### src/rtl/srcx_pkg.sv
package srcx_pkg;
   typedef enum logic [1:0] {
      OP_PASS = 2'd0,
      OP_ADD  = 2'd1,
      OP_AND  = 2'd2,
      OP_XOR  = 2'd3
   } srcx_op_e;
endpackage

### src/rtl/srcx_rotr.sv
module srcx_rotr #(
   parameter int W     = 8,
   parameter int SH_W  = 3,
   parameter int STYLE = 0
) (
   input  logic [W-1:0]    din,
   input  logic [SH_W-1:0] amt,
   output logic [W-1:0]    dout
);
   generate
      if (STYLE == 0) begin : g_staged
         logic [W-1:0] stage [SH_W+1];
         assign stage[0] = din;
         for (genvar k = 0; k < SH_W; k++) begin : g_stage
            localparam int STEP = 1 << k;
            assign stage[k+1] = amt[k]
               ? {stage[k][STEP-1:0], stage[k][W-1:STEP]}
               : stage[k];
         end
         assign dout = stage[SH_W];
      end else begin : g_direct
         logic [2*W-1:0] doubled;
         always_comb begin
            doubled = {din, din} >> amt;
            dout    = doubled[W-1:0];
         end
      end
   endgenerate
endmodule

### src/rtl/srcx_fieldmask.sv
module srcx_fieldmask #(
   parameter int W     = 8,
   parameter int LEN_W = 3
) (
   input  logic [LEN_W-1:0] len,
   output logic [W-1:0]     mask
);
   generate
      for (genvar i = 0; i < W; i++) begin : g_bit
         localparam logic [LEN_W-1:0] IDX = LEN_W'(i);
         assign mask[i] = (len == '0) || (IDX < len);
      end
   endgenerate
endmodule

### src/rtl/srcx_opunit.sv
module srcx_opunit
   import srcx_pkg::*;
#(
   parameter int W = 8
) (
   input  srcx_op_e     op,
   input  logic [W-1:0] opa,
   input  logic [W-1:0] opb,
   output logic [W-1:0] res,
   output logic         carry
);
   logic [W:0] sum;
   always_comb begin
      sum   = {1'b0, opa} + {1'b0, opb};
      carry = sum[W];
      unique case (op)
         OP_PASS: res = opa;
         OP_ADD:  res = sum[W-1:0];
         OP_AND:  res = opa & opb;
         OP_XOR:  res = opa ^ opb;
         default: res = opa;
      endcase
   end
endmodule

### src/rtl/srcx_alu.sv
module srcx_alu
   import srcx_pkg::*;
#(
   parameter int DATA_W    = 8,
   parameter int ROT_STYLE = 0,
   localparam int ROT_W    = $clog2(DATA_W),
   localparam int CODE_W   = ROT_W + 2
) (
   input  logic              clk,
   input  logic              rst_n,
   input  logic              op_en,
   input  logic [1:0]        opcode,
   input  logic [CODE_W-1:0] src_code,
   input  logic [ROT_W-1:0]  field_len,
   input  logic [DATA_W-1:0] reg_data,
   input  logic [DATA_W-1:0] bus_data,
   input  logic [DATA_W-1:0] aux_data,
   output logic [DATA_W-1:0] result,
   output logic              ovf,
   output logic              bus_side
);
   localparam int IO_BIT   = CODE_W - 1;
   localparam int SIDE_BIT = CODE_W - 2;

   generate
      if (DATA_W < 2 || (1 << ROT_W) != DATA_W) begin : g_bad_width
         $error("srcx_alu: DATA_W must be a power of two of at least 2");
      end
      if (ROT_STYLE != 0 && ROT_STYLE != 1) begin : g_bad_style
         $error("srcx_alu: ROT_STYLE must be 0 or 1");
      end
   endgenerate

   logic              is_io;
   logic [DATA_W-1:0] rotated;
   logic [DATA_W-1:0] fmask;
   logic [DATA_W-1:0] operand;
   logic              add_carry;
   srcx_op_e          op;

   assign is_io    = src_code[IO_BIT];
   assign bus_side = is_io & src_code[SIDE_BIT];
   assign op       = srcx_op_e'(opcode);

   srcx_rotr #(.W(DATA_W), .SH_W(ROT_W), .STYLE(ROT_STYLE)) rot_i (
      .din  (bus_data),
      .amt  (src_code[ROT_W-1:0]),
      .dout (rotated)
   );

   srcx_fieldmask #(.W(DATA_W), .LEN_W(ROT_W)) mask_i (
      .len  (field_len),
      .mask (fmask)
   );

   assign operand = is_io ? (rotated & fmask) : reg_data;

   srcx_opunit #(.W(DATA_W)) op_i (
      .op    (op),
      .opa   (operand),
      .opb   (aux_data),
      .res   (result),
      .carry (add_carry)
   );

   always_ff @(posedge clk or negedge rst_n) begin
      if (!rst_n) begin
         ovf <= 1'b0;
      end else if (op_en && op == OP_ADD) begin
         ovf <= add_carry;
      end
   end
endmodule

### config.mk
export PLATFORM = sky130hd
export DESIGN_NAME = srcx_alu
export DESIGN_NICKNAME = d
export VERILOG_FILES = /design/src/rtl/srcx_pkg.sv /design/src/rtl/srcx_rotr.sv /design/src/rtl/srcx_fieldmask.sv /design/src/rtl/srcx_opunit.sv /design/src/rtl/srcx_alu.sv
export SDC_FILE = /design/constraint.sdc
export NUM_CORES = 1
export LEC_CHECK = 0
export BUFFER_PORTS_ARGS = -buffer_cell sky130_fd_sc_hd__buf_2
export CORE_MARGIN = 8
export CORE_UTILIZATION = 47
export DETAILED_ROUTE_END_ITERATION = 10
export HOLD_SLACK_MARGIN = 0.1
export PLACE_DENSITY = 0.79
export SETUP_SLACK_MARGIN = 0.4
export SLEW_MARGIN = 30
export SYNTH_ARGS = -nofsm -noshare
export SYNTH_HDL_FRONTEND = slang
export SYNTH_SLANG_ARGS = --single-unit
### constraint.sdc
create_clock -name clk -period 3.7 [get_ports clk]
set_input_delay 0.555 -clock clk [delete_from_list [all_inputs] [get_ports clk]]
set_output_delay 0.555 -clock clk [all_outputs]
set_load 0.03 [all_outputs]
==> run_results.csv <==
group,metric,value,unit
global_route,grt_overflow,0,
critical_path,r2r-end,"ovf",
critical_path,r2r_setup_slack,2.96,ns
critical_path,slowest_delay,0.50,ns
flow_run,maxCapViolCount,0,
placement,dp.cells,213,
timing,finalCritPeriodShare,96.9,%
power_and_ir_drop,p_per_area,208,mW/mm2
route,detail_route.iter0.violations,71,
synth,yosysSeqAreaShare,2.26,%
critical_path,worst_path_most_repeated_cell,"buf_6",
global_route,grt_pass1_wl,6280,um
floorplanning,start_util,50.1,%
global_route,antenna_found_initial,0,
synth,syn_area_per_cell,7.70,um2
finish,final_common_cell,"buf_2",
finish,diodes,0,
timing,rsz0062_at_grt,"true",
timing,worst_pin_slew,0.411,ns
route,drt-total-wl,4140,um
critical_path,crit_path_end_kind,"output port",
route,drc,0,
finish,regMostFlops,"ovf",
finish,finalNonFillerCells,222,
power_and_ir_drop,cellLeakagePower,0.000750,uW
timing,timing.final.crit_period,3.59,ns
clock_tree,ctsHoldBuffers,0,
timing,final.setup_skew,0,ns
critical_path,worst-path-buf-inv,3,
critical_path,rr_worst_depth,2,
floorplanning,io_pins,47,
synth,syn-instance-count,144,
placement,place_congestion,0.877,
global_route,grt_pass1_vias,1443,
critical_path,worstPathRequired,3.14,ns
critical_path,path_cells,"buf_8 -> mux4_2 -> mux2i_1 -> a21oi_1 -> mux2_4 -> ha_4 -> buf_6 -> nand2_4 -> nor3_4 -> a21oi_2 -> nor4b_2 -> o32a_4 -> buf_6",
critical_path,r2r_start,"ovf",
global_route,grt_usage,17.4,%
floorplanning,std_cell_rows,17,
synth,ys_warn_count,0,
critical_path,cp_top_family,"multiplexers",
route,antenna_left,0,
critical_path,cp_max_fo,3,
critical_path,crit_path_start,"src_code[0]",
finish,fillers,162,
floorplanning,dieArea,0.00417,mm2
global_route,grt_max_degree,25,
timing,slew_headroom,72.5,%
finish,layout-drive-gt1-share,49.0,%
timing,setup_viol,0,
finish,area_growth,50.5,%
critical_path,cp.arrival,3.03,ns
clock_tree,clk_pin_slew_worst_paths,0,ns
synth,synth_enable_flop_cells,0,
clock_tree,clkLatencyLatePin,0,ns
synth,ys.flop_type,"dfrtp_1",
timing,finalHoldViolations,0,
timing,fin_setup_tns,0,ns
floorplanning,die_y,64.6,um
critical_path,start_kind,"input port",
finish,largest_reg_flops,1,
finish,layout_common_cells,"buf_2 (31), buf_6 (15), nor2_1 (13), nand2_1 (12), buf_4 (11)",
placement,port-buffer-count,46,
route,drtPass1Iterations,4,
timing,max_freq,279,MHz
synth,syn_nets,190,
synth,syn_area,0.00111,mm2
synth,yosysUniqueCellTypes,50,
min_path,hold_class,"input port to asynchronous set/reset pin",
synth,async_reset_ff_share,100,%
critical_path,crit_cells,13,
placement,dpl.hpwl,2890,um
floorplanning,core,0.00221,mm2
finish,reg_top3,"ovf x1",
critical_path,slowest_stage,"mux4_2",
route,routed-via-count,1383,
synth,synth_seq_cells,1,
route,drt-wirelength-per-cell,18.6,um
floorplanning,die_w,64.6,um
finish,ff_latch_area,25.0,um2
power_and_ir_drop,ir_worst_vdd,0.000137,V
critical_path,criticalPathCategory,"input port to output port",
finish,nets,242,
finish,multiInputGateArea,0.00116,mm2
route,drt-vias-per-instance,6.23,
critical_path,timing.critical_path.to,"result[7]",
outcome,status,"finished, final reports clean",
timing,finalMaxSlewViolations,0,
-- worst min path at each step --
stage               slack [ns]  endpoint  startpoint
finish                    0.33       ovf       rst_n
global route              0.34       ovf       rst_n
CTS                       0.33       ovf       rst_n
detailed placement        0.33       ovf       rst_n
global placement          0.33       ovf       rst_n
floorplan                 0.26       ovf       rst_n
-- through the flow --
step / utilization, % / hold slack [ns] / instance area, um2 / setup slack, ns / power [uW]
after CTS: 71.9 / 0.335 / 1590 / 0.139 / 313
final: 75.4 / 0.332 / 1670 / 0.115 / 347
after global placement: 63.2 / 0.330 / 1400 / 0.0998 / 260
after detailed placement: 63.2 / 0.335 / 1400 / 0.0178 / 269
after global routing: 75.4 / 0.336 / 1670 / 0.0293 / 368
after floorplan: - / 0.259 / 1160 / 0.370 / 200
-- routing by layer --
| metal | share of wire (%) | track usage (%) | up-vias |
|---|---|---|---|
| met5 | 0 | 0 | - |
| met2 | 52 | 32.5 | 70 |
| met3 | 6.1 | 2.41 | 8 |
| li1 | - | - | 655 |
| met4 | 2.4 | 5.72 | 0 |
| met1 | 39 | 19.6 | 650 |
-- logic make-up (layout without fill, tap and decap cells) --
logic type / Yosys count / count (layout) / synth area share, %
buf+inv: 16 / 66 / 7.11
compound gates: 49 / 49 / 31.9
fa+ha+maj: 9 / 9 / 10.8
flops: 1 / 1 / 2.26
simple gates: 47 / 47 / 21.1
xor+xnor: 4 / 4 / 3.16
mux: 18 / 18 / 23.6
-- power by group --
group	internal (uW)	leakage, uW	switching (uW)	total [uW]
Sequential	13.5	0.0000130	1.38	14.9
Combinational	160	0.000737	173	332
Clock	0	0	0	0
Total	173	0.000750	174	347
-- cell usage after synthesis, types with 4 or more instances --
master,count,share of area (%)
nand2_1,13,4.4
ha_1,8,9.0
mux2i_1,7,6.3
nor2_1,13,4.4
o22ai_1,5,2.8
a21oi_1,7,3.2
nand2b_1,6,3.4
mux4_2,4,8.1
o21ai_0,8,3.6
inv_1,8,2.7
mux2_2,4,4.1
clkbuf_1,4,1.4
o32ai_1,4,3.2
-- what timing repair did --
item	in CTS	in global routing
buffers inserted	7	2
setup endpoints to repair	7	7
resized for setup	36	14
pin swaps	16	12
-- layout make-up --
class                   count  share of cell area (%)
repair buffers             58                    25.3
multi-input cells         127                    69.3
well taps                  28                    2.10
inverters                   8                    1.80
flip-flops and latches      1                    1.50
No activity file was read; power rests on OpenSTA's default activity.
